`src/rtl/dcs_pkg.sv`:
```
package dcs_pkg;

    localparam int unsigned TAG_W      = 128;
    localparam int unsigned QW_SHIFT   = 4;
    localparam int unsigned F_CNT_LSB  = 0;
    localparam int unsigned F_CNT_W    = 16;
    localparam int unsigned F_KIND_LSB = 28;
    localparam int unsigned F_FLAG_BIT = 31;
    localparam int unsigned F_ADDR_LSB = 32;
    localparam int unsigned F_ADDR_W   = 32;

    typedef enum logic [2:0] {
        K_REFEND  = 3'd0,
        K_COUNT   = 3'd1,
        K_JUMP    = 3'd2,
        K_REF     = 3'd3,
        K_REFSTL  = 3'd4,
        K_RSVD5   = 3'd5,
        K_RSVD6   = 3'd6,
        K_END     = 3'd7
    } kind_e;

    typedef enum logic [1:0] {
        S_IDLE    = 2'd0,
        S_TAG_REQ = 2'd1,
        S_TAG_CAP = 2'd2,
        S_XFER    = 2'd3
    } seq_state_e;

endpackage

```
`src/rtl/dcs_tag_unpack.sv`:
```
module dcs_tag_unpack
    import dcs_pkg::*;
#(
    parameter int unsigned AW = 32,
    parameter int unsigned CW = 16
) (
    input  logic [TAG_W-1:0] tag_i,
    output logic [CW-1:0]    cnt_o,
    output kind_e            kind_o,
    output logic             flag_o,
    output logic [AW-1:0]    addr_o
);

    localparam int unsigned CNT_KEEP  = (CW < F_CNT_W) ? CW : F_CNT_W;
    localparam int unsigned ADDR_KEEP = (AW < F_ADDR_W) ? AW : F_ADDR_W;

    logic [F_CNT_W-1:0]  raw_cnt;
    logic [F_ADDR_W-1:0] raw_addr;

    assign raw_cnt  = tag_i[F_CNT_LSB +: F_CNT_W];
    assign raw_addr = tag_i[F_ADDR_LSB +: F_ADDR_W];
    assign kind_o   = kind_e'(tag_i[F_KIND_LSB +: 3]);
    assign flag_o   = tag_i[F_FLAG_BIT];

    generate
        if (CW > CNT_KEEP) begin : g_cnt_wide
            assign cnt_o = {{(CW-CNT_KEEP){1'b0}}, raw_cnt[CNT_KEEP-1:0]};
        end else begin : g_cnt_fit
            assign cnt_o = raw_cnt[CNT_KEEP-1:0];
        end
        if (AW > ADDR_KEEP) begin : g_addr_wide
            assign addr_o = {{(AW-ADDR_KEEP){1'b0}}, raw_addr[ADDR_KEEP-1:0]};
        end else begin : g_addr_fit
            assign addr_o = raw_addr[ADDR_KEEP-1:0];
        end
    endgenerate

endmodule

```
`src/rtl/dcs_ptr_rules.sv`:
```
module dcs_ptr_rules
    import dcs_pkg::*;
#(
    parameter int unsigned AW = 32,
    parameter int unsigned CW = 16
) (
    input  logic [AW-1:0] tadr_i,
    input  kind_e         kind_i,
    input  logic [CW-1:0] cnt_i,
    input  logic [AW-1:0] addr_i,
    input  logic          flag_i,
    input  logic          flag_en_i,
    output logic [AW-1:0] madr_o,
    output logic [AW-1:0] tadr_o,
    output logic          ends_o
);

    localparam logic [AW-1:0] QW_BYTES = AW'(1) << QW_SHIFT;

    logic [AW-1:0] after_tag;
    logic [AW-1:0] span;

    assign after_tag = tadr_i + QW_BYTES;
    assign span      = AW'(cnt_i) << QW_SHIFT;

    always_comb begin
        madr_o = after_tag;
        tadr_o = after_tag;
        ends_o = 1'b0;
        unique case (kind_i)
            K_COUNT: begin
                madr_o = after_tag;
                tadr_o = after_tag + span;
            end
            K_JUMP: begin
                madr_o = after_tag;
                tadr_o = addr_i;
            end
            K_REF, K_REFSTL: begin
                madr_o = addr_i;
                tadr_o = after_tag;
            end
            K_REFEND: begin
                madr_o = addr_i;
                tadr_o = after_tag;
                ends_o = 1'b1;
            end
            default: begin
                madr_o = after_tag;
                tadr_o = after_tag + span;
                ends_o = 1'b1;
            end
        endcase
        if (flag_i && flag_en_i) begin
            ends_o = 1'b1;
        end
    end

endmodule

```
`src/rtl/dcs_xfer_step.sv`:
```
module dcs_xfer_step
    import dcs_pkg::*;
#(
    parameter int unsigned AW = 32,
    parameter int unsigned CW = 16
) (
    input  logic [AW-1:0] madr_i,
    input  logic [CW-1:0] cnt_i,
    output logic [AW-1:0] madr_o,
    output logic [CW-1:0] cnt_o,
    output logic          last_o
);

    localparam logic [AW-1:0] QW_BYTES = AW'(1) << QW_SHIFT;
    localparam logic [CW-1:0] ONE      = CW'(1);

    assign madr_o = madr_i + QW_BYTES;
    assign cnt_o  = (cnt_i == '0) ? '0 : cnt_i - ONE;
    assign last_o = (cnt_i <= ONE);

endmodule

```
`src/rtl/dcs_chain_seq.sv`:
```
module dcs_chain_seq
    import dcs_pkg::*;
#(
    parameter int unsigned AW = 32,
    parameter int unsigned CW = 16
) (
    input  logic              clk,
    input  logic              rst_n,
    input  logic              start_i,
    input  logic              chain_mode_i,
    input  logic              tag_irq_en_i,
    input  logic [AW-1:0]     madr_init_i,
    input  logic [AW-1:0]     tadr_init_i,
    input  logic [CW-1:0]     qwc_init_i,
    output logic              mem_req_o,
    output logic [AW-1:0]     mem_addr_o,
    input  logic [TAG_W-1:0]  mem_rdata_i,
    output logic              mv_valid_o,
    output logic [AW-1:0]     mv_addr_o,
    input  logic              mv_ready_i,
    output logic              busy_o,
    output logic              done_irq_o,
    output logic [AW-1:0]     tadr_o,
    output logic [AW-1:0]     madr_o,
    output logic [CW-1:0]     qwc_o
);

    typedef struct packed {
        seq_state_e    state;
        logic [AW-1:0] tadr;
        logic [AW-1:0] madr;
        logic [CW-1:0] qwc;
        logic          last;
        logic          flag_en;
        logic          irq;
    } seq_regs_t;

    seq_regs_t r_d, r_q;

    logic [CW-1:0] tag_cnt;
    kind_e         tag_kind;
    logic          tag_flag;
    logic [AW-1:0] tag_addr;
    logic [AW-1:0] rule_madr;
    logic [AW-1:0] rule_tadr;
    logic          rule_ends;
    logic [AW-1:0] step_madr;
    logic [CW-1:0] step_cnt;
    logic          step_last;

    dcs_tag_unpack #(.AW(AW), .CW(CW)) u_unpack (
        .tag_i  (mem_rdata_i),
        .cnt_o  (tag_cnt),
        .kind_o (tag_kind),
        .flag_o (tag_flag),
        .addr_o (tag_addr)
    );

    dcs_ptr_rules #(.AW(AW), .CW(CW)) u_rules (
        .tadr_i    (r_q.tadr),
        .kind_i    (tag_kind),
        .cnt_i     (tag_cnt),
        .addr_i    (tag_addr),
        .flag_i    (tag_flag),
        .flag_en_i (r_q.flag_en),
        .madr_o    (rule_madr),
        .tadr_o    (rule_tadr),
        .ends_o    (rule_ends)
    );

    dcs_xfer_step #(.AW(AW), .CW(CW)) u_step (
        .madr_i (r_q.madr),
        .cnt_i  (r_q.qwc),
        .madr_o (step_madr),
        .cnt_o  (step_cnt),
        .last_o (step_last)
    );

    always_comb begin
        r_d     = r_q;
        r_d.irq = 1'b0;
        unique case (r_q.state)
            S_IDLE: begin
                if (start_i) begin
                    r_d.tadr    = tadr_init_i;
                    r_d.madr    = madr_init_i;
                    r_d.qwc     = qwc_init_i;
                    r_d.flag_en = tag_irq_en_i;
                    if (chain_mode_i) begin
                        r_d.last  = 1'b0;
                        r_d.state = S_TAG_REQ;
                    end else if (qwc_init_i != '0) begin
                        r_d.last  = 1'b1;
                        r_d.state = S_XFER;
                    end else begin
                        r_d.irq   = 1'b1;
                    end
                end
            end
            S_TAG_REQ: begin
                r_d.state = S_TAG_CAP;
            end
            S_TAG_CAP: begin
                r_d.qwc  = tag_cnt;
                r_d.madr = rule_madr;
                r_d.tadr = rule_tadr;
                r_d.last = rule_ends;
                if (tag_cnt != '0) begin
                    r_d.state = S_XFER;
                end else if (rule_ends) begin
                    r_d.state = S_IDLE;
                    r_d.irq   = 1'b1;
                end else begin
                    r_d.state = S_TAG_REQ;
                end
            end
            S_XFER: begin
                if (mv_ready_i) begin
                    r_d.madr = step_madr;
                    r_d.qwc  = step_cnt;
                    if (step_last) begin
                        if (r_q.last) begin
                            r_d.state = S_IDLE;
                            r_d.irq   = 1'b1;
                        end else begin
                            r_d.state = S_TAG_REQ;
                        end
                    end
                end
            end
            default: r_d.state = S_IDLE;
        endcase
    end

    always_ff @(posedge clk or negedge rst_n) begin
        if (!rst_n) begin
            r_q <= '{state: S_IDLE, tadr: '0, madr: '0, qwc: '0,
                     last: 1'b0, flag_en: 1'b0, irq: 1'b0};
        end else begin
            r_q <= r_d;
        end
    end

    assign mem_req_o  = (r_q.state == S_TAG_REQ);
    assign mem_addr_o = r_q.tadr;
    assign mv_valid_o = (r_q.state == S_XFER);
    assign mv_addr_o  = r_q.madr;
    assign busy_o     = (r_q.state != S_IDLE);
    assign done_irq_o = r_q.irq;
    assign tadr_o     = r_q.tadr;
    assign madr_o     = r_q.madr;
    assign qwc_o      = r_q.qwc;

endmodule

```
`config.mk`:
```
export PLATFORM = sky130hd
export DESIGN_NAME = dcs_chain_seq
export DESIGN_NICKNAME = d
export VERILOG_FILES = /design/src/rtl/dcs_pkg.sv /design/src/rtl/dcs_tag_unpack.sv /design/src/rtl/dcs_ptr_rules.sv /design/src/rtl/dcs_xfer_step.sv /design/src/rtl/dcs_chain_seq.sv
export SDC_FILE = /design/constraint.sdc
export NUM_CORES = 1
export LEC_CHECK = 0
export ABC_AREA = 1
export BUFFER_PORTS_ARGS = -buffer_cell sky130_fd_sc_hd__clkbuf_2
export CORE_MARGIN = 2
export CORE_UTILIZATION = 45
export CTS_CLUSTER_DIAMETER = 100
export DETAILED_ROUTE_END_ITERATION = 12
export PLACE_DENSITY_LB_ADDON = 0.05
export SYNTH_ARGS = -nofsm -noshare
export SYNTH_HDL_FRONTEND = slang
export SYNTH_SLANG_ARGS = --single-unit
export TNS_END_PERCENT = 1
```
`constraint.sdc`:
```
create_clock -name clk -period 8.05 [get_ports clk]
set_input_delay 0.805 -clock clk [delete_from_list [all_inputs] [get_ports clk]]
set_output_delay 0.805 -clock clk [all_outputs]
set_load 0.005 [all_outputs]
```
==> impl_results.md, run 1 <==
- Critical Path End: mem_addr_o[23]$_DFFE_PN0P_
- Hold WC Path Type: input port to asynchronous set/reset pin
- Synth Area in Simple Gates: 0.295
- Die Height: 146 um
- Status: finished, final reports clean
- XOR/XNOR Fraction of Synth Area: 0.0267
- GR Overflow Total: 0
- Largest family of logic cells by synthesized area: simple AND/OR/NAND/NOR gates
- Crit Path Max Fanout: 7
- Syn_area_per_cell: 6.33 um2
- Data arrival, critical path: ~4000 ps
- CP endpoint kind: flip-flop
- P_sw: around 0.53 mW
- Die area: 21400 um2
- Sink Count: 85
- Max Root-Sink Buffers: 2
- Vias per Instance: between 5 and 6
- Die X: 146 um
- RSZ-0062 raised after global routing: no
- Mux cell area share after synthesis: 0
- Starting density of the core: 0.455
- Ratio of cells with drive above 1 in the final layout: 0.228
- IO Pins: 362
- Multi-input logic area: 5090 um2
- CTS Buf Count: 9
- Row count: 52
- Setup TNS: 0 ps
- Initial antenna violation count: 0
- Max frequency: 0.270 GHz
- Post-CTS resize count: 0
- Switch share: 0.362
- Unique masters post-synth: just over 50
- Cell Area, Synth: about 9100 um2
- Clk slew on worst S/H paths: ~70 ps
- Main synth FF type: dfrtp_1
- Via count: 9873
- Worst Tran Pin Value: 1040 ps
- Total of max-cap violations: 0
- Reg area: 2130 um2
- CTS H-tree depth: 3
- Mapped Cells: 1442
- CP Data Required Time: approximately 8300 ps
- Syn_nets: 1682
- Post-DP HPWL: 25700 um
- Post-synthesis async set-or-reset flop share: 1.00
- First-pass GRT wire length: 50500 um
- Number of enable flip-flop cells after synthesis: 0
- Pre-CTS setup slack: 4480 ps
- Layout Area Growth over Synthesis: 10.0%
- TritonCTS clock tree: done
- N_diodes: 0
- Wire length per cell: 18.1 um
- Power Internal: 0.943 mW
- Max Clock Skew: 10.4 ps
- Min Tclk post-route: 3710 ps
- Sequential share of the synthesized area: 0.233
- Gpl congestion: 0.956
- R2r worst-path depth: 19
- CP Class: flip-flop to flip-flop
- Count of input and output buffers: ~290
- CTS Hold Bufs: 0
- Post-synthesis compound-gate area fraction: 0.198
- Clk_lat worst skew: 360 ps
- Fillers: between 2000 and 2500
- Fin. max-slew vios: 0
- Final nets: 1801
- Largest cells by area after synthesis: dfrtp_1 (23%), nand2_1 (13%), buf_4 (12%), inv_1 (7.1%), o21ai_0 (6.5%)
- Post-route ant nets: 0
- YS warnings: 0
- #FFs+latches synth: 85
- Fin util: 0.501
- # Post-CTS Setup Buffers: 0
- VDD IR max: 0.000102 V
- Startpoint types: flip-flop
- Reg-to-Reg Start: mem_addr_o[4]$_DFFE_PN0P_
- Synth area leader: dfrtp_1
- Tot GR Track Use: 0.304
- Core area: roughly 20000 um2
- Seq pwr share: 0.382
- Pin count of the biggest net entering global routing: 62
- Clock share of power: 0.311
- Hold Fails Final Rpt: 0
- Drt pass-1 iters: 6
- Post-synth top area share: 0.233
- Adder-Cell Fraction of Synth Area: 0.0365
- Period utilization: 0.461
- Combinational Power Share: 0.307
- # DRC: 0
- PD cells: 147 nW/um2
- Wirelength, routed: 33200 um
- Slew headroom: 0.308
- Vias in the first global route: 8703
- Commonest non-fill, non-tap cell in the layout: nand2_1
- LEAKAGE: 5.35 nW
- R2R Setup Slk: 4340 ps
- Fin worst setup slack: between 4000 and 5000 ps
- Commonest non-fill, non-tap cells in the layout: nand2_1 (319), clkbuf_2 (284), inv_1 (172), nor2_1 (131), o21ai_0 (118)
- CTS root buf: clkbuf_16
- DR iter-0 viols: ~830
- FF-to-FF End: mem_addr_o[23]$_DFFE_PN0P_
- # setup viols final: 0
- Worst Setup SP: mem_addr_o[4]$_DFFE_PN0P_
-- how the worst min path moves through the flow --
stage | end | start | cells past startpoint
after floorplan | r_q[1]$_DFFE_PN0P_ | r_q[1]$_DFFE_PN0P_ | 2
after CTS | qwc_o[6]$_DFFE_PN0P_ | rst_n | 1
after global placement | r_q[1]$_DFFE_PN0P_ | r_q[1]$_DFFE_PN0P_ | 2
final | qwc_o[6]$_DFFE_PN0P_ | rst_n | 1
after global routing | madr_o[28]$_DFFE_PN0P_ | rst_n | 1
after detailed placement | r_q[1]$_DFFE_PN0P_ | r_q[1]$_DFFE_PN0P_ | 2
-- flip-flops by register name, indices dropped and copies added, names as in the netlist --
register    count
qwc_o          16
madr_o         32
done_irq_o      1
r_q             4
mem_addr_o     32
-- metrics by stage --
step	hold WS, ps	instances	total power, mW	area, um2
floorplan	442	1442	0.923	9130
global placement	464	1820	1.02	9730
detailed placement	475	1820	1.02	9730
CTS	412	1835	1.48	10000
global route	435	1835	1.57	10000
finish	397	1835	1.48	10000
-- routing by layer --
layer  global-route usage  wire length [um]  vias to the layer above
li1                     -                 -                     4853
met3               0.0334              2830                       29
met4               0.0718               507                        0
met1                0.449             15000                     4520
met2                0.478             14800                      471
met5                    0                 0                        -
-- cells by family after synthesis --
family	count (synthesis)
compound gates	314
xor+xnor	27
fa+ha+maj	26
buf+inv	364
flops	85
simple gates	626
-- worst max-delay path: stages (launching register included) --
cell and delay [ps]:
dfrtp_1 550, ha_1 230, nand2_1 110, nor2_4 180
nand2_2 120, inv_1 210, nand2_1 70, o21ai_0 300
inv_1 150, ha_1 360, a21oi_1 220, o21ai_0 180
a21oi_1 160, nand2_1 100, nand2_1 130, nand2_2 110
nand2_1 80, a21oi_1 50, o21ai_0 200, nand2_1 80
-- Yosys cell counts, types with 9 or more instances --
library cell and n:
or2_2 9, o22ai_1 16, nor2_1 134, nand3_1 89
a31oi_1 9, a221oi_1 11, xor2_1 18, nand2_1 319
a21oi_1 103, inv_1 172, nor4_1 10, ha_1 25
dfrtp_1 85, o211ai_1 14, clkbuf_1 36, nand4_1 16
nor3_1 16, a22oi_1 10, buf_4 145, nand2_2 14
o21ai_0 118
-- final cells by class --
cell class	instances	share of cell area
Multi-Input combinational cell	993	0.507
Sequential cell	85	0.212
Timing Repair Buffer	297	0.151
Inverter	175	0.0654
Tap cell	270	0.0336
Clock buffer	11	0.0232
Clock inverter	4	0.00735
-- power by group through the flow --
| stage | registers (mW) | logic [mW] | clock network (mW) |
|---|---|---|---|
| final | 0.565 | 0.453 | 0.459 |
| after global routing | 0.577 | 0.514 | 0.479 |
| after CTS | 0.564 | 0.452 | 0.466 |
| after detailed placement | 0.572 | 0.449 | 0 |
| after global placement | 0.571 | 0.444 | 0 |
| after floorplan | 0.545 | 0.378 | 0 |
Note: power is estimated with default switching activity, not from simulation.
==> run 2: changes to the inputs <==
- clock period: 8.05 -> 3.8 ns (I/O delays scaled with it)
==> run 2 against run 1 <==
Via count increased by 1.7%. Fmax increased by 7.4%. Non-clock buffer count increased by 5. Largest cell class unchanged. Worst hold slack got worse by 160 ps. Global-route usage increased by 0.69 points. Die area unchanged. First-iteration DRC count increased by 5.5%.
==> impl_results.md, run 2 (synthesis results as in run 1) <==
- Status: finished, final reports clean
- Period utilization: 0.909 (+0.448)
- CP endpoint kind: flip-flop
- Clk_lat worst skew: 360 ps (about the same)
- Post-DP HPWL: 26300 um (+2.4%)
- Min Tclk post-route: 3450 ps (-254 ps)
- N_diodes: 0 (unchanged)
- Fin util: 0.503 (+0.00175)
- Tot GR Track Use: 0.311 (+0.00693)
- # DRC: 0 (unchanged)
- Max Root-Sink Buffers: 2 (unchanged)
- Starting density of the core: 0.455 (unchanged)
- CTS Buf Count: 9 (unchanged)
- Fillers: 2153 (-0.23%)
- CTS root buf: clkbuf_16
- Die Height: 146 um (unchanged)
- Combinational Power Share: 0.310 (+0.003)
- Max frequency: 0.289 GHz (+7.4%)
- Worst Tran Pin Value: 966 ps (-71.5 ps)
- Vias in the first global route: 8955 (+2.9%)
- IO Pins: 362 (unchanged)
- Setup TNS: 0 ps (unchanged)
- Max stage delay on crit path: 450 ps (-100 ps)
- Die X: 146 um (unchanged)
- Startpoint types: flip-flop
- Hold WC Path Type: input port to flip-flop
- Sink Count: 85 (unchanged)
- Commonest non-fill, non-tap cells in the layout: nand2_1 (319), clkbuf_2 (284), inv_1 (172), nor2_1 (131), o21ai_0 (117)
- Final nets: 1806 (+0.28%)
- Pin count of the biggest net entering global routing: 52 (-16%)
- Design area: 10100 um2 (+0.35%)
- LEAKAGE: 5.36 nW (+0.27%)
- Commonest non-fill, non-tap cell in the layout: nand2_1
- Clk slew on worst S/H paths: 70 ps (about the same)
- Crit Path Max Fanout: 5 (-2)
- VDD IR max: 0.000212 V (+110%)
- P_sw: 1.16 mW (+120%)
- Reg area: 2130 um2 (unchanged)
- Wire length per cell: 18.3 um (+1.0%)
- Total of max-cap violations: 0 (unchanged)
- Clock share of power: 0.306 (-0.005)
- PD cells: 309 nW/um2 (+110%)
- # setup viols final: 0 (unchanged)
- Gpl congestion: 0.932 (-2.5%)
- Hold Fails Final Rpt: 0 (unchanged)
- Slew headroom: 0.355 (+0.0477)
- First-pass GRT wire length: 51600 um (+2.3%)
- Row count: 52 (unchanged)
- GR Overflow Total: 0 (unchanged)
- Layout Area Growth over Synthesis: 10.4%
- Core area: 20000 um2 (unchanged)
- Wirelength, routed: 33600 um (+1.4%)
- CP Class: flip-flop to flip-flop
- Die area: 21400 um2 (unchanged)
- CP Data Required Time: 4090 ps (-4200 ps)
- Count of input and output buffers: 285 (unchanged)
- DR iter-0 viols: 878 (+5.5%)
- CP dominant cell by count: nand2_1
- Initial antenna violation count: 0 (unchanged)
- Multi-input logic area: 5090 um2 (unchanged)
- Fin. max-slew vios: 0 (unchanged)
- Via count: 10043 (+1.7%)
- Max Clock Skew: 10.9 ps (+0.530 ps)
- Post-route ant nets: 0 (unchanged)
- CTS H-tree depth: 3 (unchanged)
- Placed Area: 9760 um2 (+0.31%)
- Seq pwr share: 0.384 (+0.002)
- Switch share: 0.372 (+0.0103)
- Crit-path slowest cell: dfrtp_1
- Data arrival, critical path: 3750 ps (-200 ps)
- CP cell instances: ha_1 -> nand2_1 -> inv_1 -> nand2_1 -> nor2_1 -> xor2_1 -> ha_1 -> nand2_1 -> inv_1 -> a21oi_1 -> nand2_1 -> nand3_1 -> nand2_1 -> nand2_1 -> xor2_1 -> nand2_1 -> nand2_1 -> nand2_1 -> nand3_1
- TritonCTS clock tree: done
- Drt pass-1 iters: 6 (unchanged)
- Power Internal: 1.96 mW (+110%)
- Vias per Instance: 5.46 (+1.4%)
- Ratio of cells with drive above 1 in the final layout: 0.231 (+0.00295)
- RSZ-0062 raised after global routing: no
## run 2: cell types whose count changed in the layout (fill, tap and decap cells not counted)
cell / delta
buf_4: +4
clkinvlp_4: +2
bufinv_16: -1
clkbuf_1: -1
clkbuf_8: +1
clkinv_4: -1
dlygate4sd3_1: +1
inv_6: +1
o21ai_0: -1
o21ai_1: +1
## run 2: per-stage QoR
step           cells  setup slack [ps]  hold slack [ps]  power (mW)
3_5_place_dp    1824               391              327        2.17
4_1_cts         1841               369              232        3.12
3_3_place_gp    1824               392              327        2.15
2_1_floorplan   1442              1030             84.4        1.95
5_1_grt         1841              64.9              267        3.31
6_report        1841               345              237        3.11
## run 2: timing repair
item                                    in CTS  in global routing
hold buffers                                 1                  0
resized for setup                            0                  1
endpoints found under the setup margin       0                  2
setup buffers                                0                  0
hold endpoints to repair                    23                  0
## run 2: critical path, delay by kind of cell (launching register included)
kind	cells	cell delay [ps]
AND/OR/NAND/NOR	12	1550
adder cells (fa/ha/maj)	2	560
XOR/XNOR	2	520
flip-flops	1	450
buffers and inverters	2	170
AO/OA/AOI/OAI	1	140
## run 2: final timing paths
| check | startpoint | to | slack [ps] | cells past startpoint |
|---|---|---|---|---|
| max reg2reg | mem_addr_o[5]$_DFFE_PN0P_ | mem_addr_o[24]$_DFFE_PN0P_ | 350 | 19 |
| min | tadr_init_i[24] | mem_addr_o[24]$_DFFE_PN0P_ | 240 | 3 |
| min reg2reg | r_q[1]$_DFFE_PN0P_ | r_q[1]$_DFFE_PN0P_ | 490 | 2 |
| max | mem_addr_o[5]$_DFFE_PN0P_ | mem_addr_o[24]$_DFFE_PN0P_ | 350 | 19 |
| max in group asynchronous | rst_n | mem_addr_o[5]$_DFFE_PN0P_ | 2470 | 3 |
| min in group asynchronous | rst_n | madr_o[27]$_DFFE_PN0P_ | 490 | 2 |
## run 2: power by group through the flow
| stage | logic [mW] | clock network [mW] | registers [mW] |
|---|---|---|---|
| after floorplan | 0.800 | 0 | 1.15 |
| after global placement | 0.945 | 0 | 1.21 |
| after detailed placement | 0.954 | 0 | 1.21 |
| after CTS | 0.961 | 0.965 | 1.20 |
| after global routing | 1.09 | 0.995 | 1.22 |
| final | 0.964 | 0.954 | 1.20 |
## run 2: area by class of cell
class / count / area share
well taps: 270 / 0.0335
flip-flops and latches: 85 / 0.211
clock buffers: 11 / 0.0241
inverters: 175 / 0.0652
clock inverters: 5 / 0.00584
repair buffers: 302 / 0.155
multi-input cells: 993 / 0.506
## run 2: metal layers
layer  routed length, um  track usage  vias to the layer above
met5                   0            0                        -
met2               14400        0.471                      524
met4                1170        0.123                        0
li1                    -            -                     4871
met3                2860       0.0291                       60
met1               15200        0.458                     4588
==> run 3: changes to the inputs <==
- ABC_AREA: 1 -> default
- CTS_BUF_LIST: default -> sky130_fd_sc_hd__clkbuf_2
==> run 3 against run 2 <==
Sequential power is 48% higher. Largest cell class unchanged. Core utilization is 3.0 points higher. Clock skew is 38 ps higher. Register-to-register slack worse by 170 ps. Non-clock buffer count is 72 higher. Count of clock-buffer cells in the layout is 2 lower. Synthesized area is 5.4% lower. Combinational power grew to 3.9 times the previous value. Largest power group is now combinational cells. Global-route usage is 0.69 points lower.
==> impl_results.md, run 3 <==
- Status: finished, final reports clean
- Commonest non-fill, non-tap cells in the layout: clkbuf_2 (293), nand2_1 (144), nor2_1 (103), o21ai_0 (88), dfrtp_1 (83)
- Core area: 18800 um2 (-6.3%)
- Row count: 50 (-3.8%)
- Reg-to-Reg Start: mem_addr_o[14]$_DFFE_PN0P_
- CP endpoint kind: flip-flop
- Number of enable flip-flop cells after synthesis: 0 (unchanged)
- FF-to-FF End: mem_addr_o[22]$_DFFE_PN0P_
- # setup viols final: 0 (unchanged)
- R2R Setup Slk: 170 ps (-170 ps)
- Clk_lat worst skew: 640 ps (+280 ps)
- R2r worst-path depth: 13 (-6)
- Commonest non-fill, non-tap cell in the layout: clkbuf_2
- Fillers: 1887 (-12%)
- Post-synth top cells: buf_4 (144), nand2_1 (144), nor2_1 (103), o21ai_0 (89), dfrtp_1 (85)
- Tot GR Track Use: 0.304 (-0.00688)
- CTS H-tree depth: 3 (unchanged)
- CP Class: flip-flop to flip-flop
- Met2 Usage GRT: 0.452 (-0.0191)
- Max Clock Skew: 48.9 ps (+38.0 ps)
- Drt pass-1 iters: 7 (+1)
- PD cells: 612 nW/um2 (+98%)
- Total of max-cap violations: 0 (unchanged)
- Die X: 143 um (-2.7%)
- CTS root buf: clkbuf_2
- Startpoint types: flip-flop
- CTS Buf Count: 9 (unchanged)
- Slew headroom: 0.397 (+0.0419)
- Crit Path Max Fanout: 6 (+1)
- Main synth FF type: dfrtp_1
- First-pass GRT wire length: 47400 um (-8.1%)
- Startpoint of the worst hold path: tadr_init_i[10]
- CP Data Required Time: 4410 ps (+320 ps)
- DR iter-0 viols: 749 (-15%)
- Syn_nets: 1385 (-18%)
- Die area: 20300 um2 (-5.3%)
- # DRC: 0 (unchanged)
- YS warnings: 0 (unchanged)
- IO Pins: 362 (unchanged)
- Clk slew on worst S/H paths: 310 ps (+240 ps)
- Met1 usage: 0.449 (-0.00857)
- Unique masters post-synth: 78 (+53%)
- Wire length per cell: 20.2 um (+11%)
- Sequential share of the synthesized area: 0.246 (+0.0133)
- TritonCTS clock tree: done
- Mapped Cells: 1145 (-21%)
- Max Root-Sink Buffers: 2 (unchanged)
- Data arrival, critical path: 4240 ps (+490 ps)
- Initial antenna violation count: 1 (+1)
- Largest cells by area after synthesis: dfrtp_1 (25%), buf_4 (13%), nand2_1 (6.3%), o21ai_0 (5.2%), nor2_1 (4.5%)
- Hold worst-path end: mem_addr_o[10]$_DFFE_PN0P_
- Vias in the first global route: 8233 (-8.1%)
- Most used routing layer: met2
- Worst Tran Pin Value: 898 ps (-68.3 ps)
- Layout Area Growth over Synthesis: 15.8%
- Fin util: 0.533 (+0.0300)
- Final nets: 1564 (-13%)
- Hold WC Path Type: input port to flip-flop
- Syn_area_per_cell: 7.54 um2 (+19%)
- Max frequency: 0.276 GHz (-4.7%)
- Met3 Use GR: 0.0468 (+0.0177)
- #FFs+latches synth: 85 (unchanged)
- Ratio of cells with drive above 1 in the final layout: 0.296 (+0.0649)
- Fin. max-slew vios: 0 (unchanged)
- Post-DP HPWL: 23900 um (-9.1%)
- Hold Fails Final Rpt: 0 (unchanged)
- Starting density of the core: 0.460 (+0.00458)
- Period utilization: 0.954 (+0.0453)
- Die Height: 143 um (-2.7%)
- Via count: 9201 (-8.4%)
- RSZ-0062 raised after global routing: no
- Min Tclk post-route: 3630 ps (+172 ps)
- Count of input and output buffers: 285 (unchanged)
- Gpl congestion: 0.951 (+2.1%)
- GR Overflow Total: 0 (unchanged)
- Synth area leader: dfrtp_1
- WHS Path Cells: 3 (unchanged)
- Vias per Instance: 5.89 (+7.9%)
- Post-synth top area share: 0.246 (+0.0133)
- Wirelength, routed: 31600 um (-6.1%)
- Cell Area, Synth: 8630 um2 (-5.4%)
- LEAKAGE: 4.58 nW (-15%)
- VDD IR max: 0.000335 V (+58%)
- Setup TNS: 0 ps (unchanged)
- Pin count of the biggest net entering global routing: 47 (-9.6%)
- Sink Count: 85 (unchanged)
- Post-synthesis async set-or-reset flop share: 1.00 (unchanged)
- Post-route ant nets: 0 (unchanged)
run 3: report_power, final:
| group | internal [mW] | switching [mW] |
|---|---|---|
| sequential | 1.24 | 0.545 |
| clock | 0.214 | 0.383 |
| combinational | 1.72 | 2.02 |
| total | 3.17 | 2.95 |
run 3: worst max-delay path by stage:
stage                          startpoint  slack (ps)                         end  cells past startpoint
3_5_place_dp    mem_addr_o[4]$_DFFE_PN0P_          40  mem_addr_o[29]$_DFFE_PN0P_                     14
3_3_place_gp    mem_addr_o[4]$_DFFE_PN0P_          70  mem_addr_o[29]$_DFFE_PN0P_                     14
6_report       mem_addr_o[14]$_DFFE_PN0P_         170  mem_addr_o[22]$_DFFE_PN0P_                     13
5_1_grt         mem_addr_o[8]$_DFFE_PN0P_          30  mem_addr_o[22]$_DFFE_PN0P_                     13
4_1_cts         mem_addr_o[4]$_DFFE_PN0P_          10  mem_addr_o[23]$_DFFE_PN0P_                     13
2_1_floorplan   mem_addr_o[4]$_DFFE_PN0P_         180  mem_addr_o[23]$_DFFE_PN0P_                     14
run 3: cells by family after synthesis:
| family | count (synthesis) | synth area share |
|---|---|---|
| AND/OR/NAND/NOR | 403 | 0.222 |
| AO/OA/AOI/OAI | 333 | 0.256 |
| buffers and inverters | 229 | 0.164 |
| flip-flops | 85 | 0.246 |
| XOR/XNOR | 60 | 0.0626 |
| adder cells (fa/ha/maj) | 26 | 0.0386 |
| multiplexers | 9 | 0.0109 |
run 3: metrics by stage:
stage	cell area (um2)	power [mW]	std cells	setup slack [ps]	hold slack (ps)
floorplan	8630	4.57	1145	176	84.4
global placement	9490	5.35	1513	72.9	453
detailed placement	9490	5.37	1513	36.6	450
CTS	9920	6.00	1558	12.3	3.12
global route	10000	6.64	1563	33.7	7.09
finish	10000	6.12	1563	173	30.9
run 3: worst max-delay path, cell delays in order (launching register included):
cell	delay (ps)
dfrtp_1	530
nand3_1	160
or4_1	540
nor2_1	170
xnor2_1	190
inv_1	110
ha_1	300
a211o_1	310
o32ai_1	280
a21oi_2	130
buf_4	180
and2_1	170
or3_1	380
a21oi_1	150
run 3: metal layers:
metal	part of all wire	wire, um
met1	0.45	14300
met2	0.43	13600
met3	0.091	2880
met4	0.024	768
met5	0	0
run 3: cell type report:
class                      instances  area (um2)  share of cell area
tap                              234         293              0.0293
antenna                            1        2.50            0.000250
timing repair buffer             374        2180               0.218
inverter                          23        86.3             0.00863
sequential                        85        2130               0.213
clock buffer                       9        45.0             0.00450
clock inverter                     6        88.8             0.00888
multi-input combinational        831        5170               0.517
run 3: what timing repair did:
| action | 4_1_cts | 5_1_grt |
|---|---|---|
| endpoints found under the setup margin | 0 | 12 |
| buffers inserted | 0 | 4 |
| hold buffers | 30 | 0 |
| endpoints found under the hold margin | 70 | 0 |
| gates resized for setup | 0 | 9 |
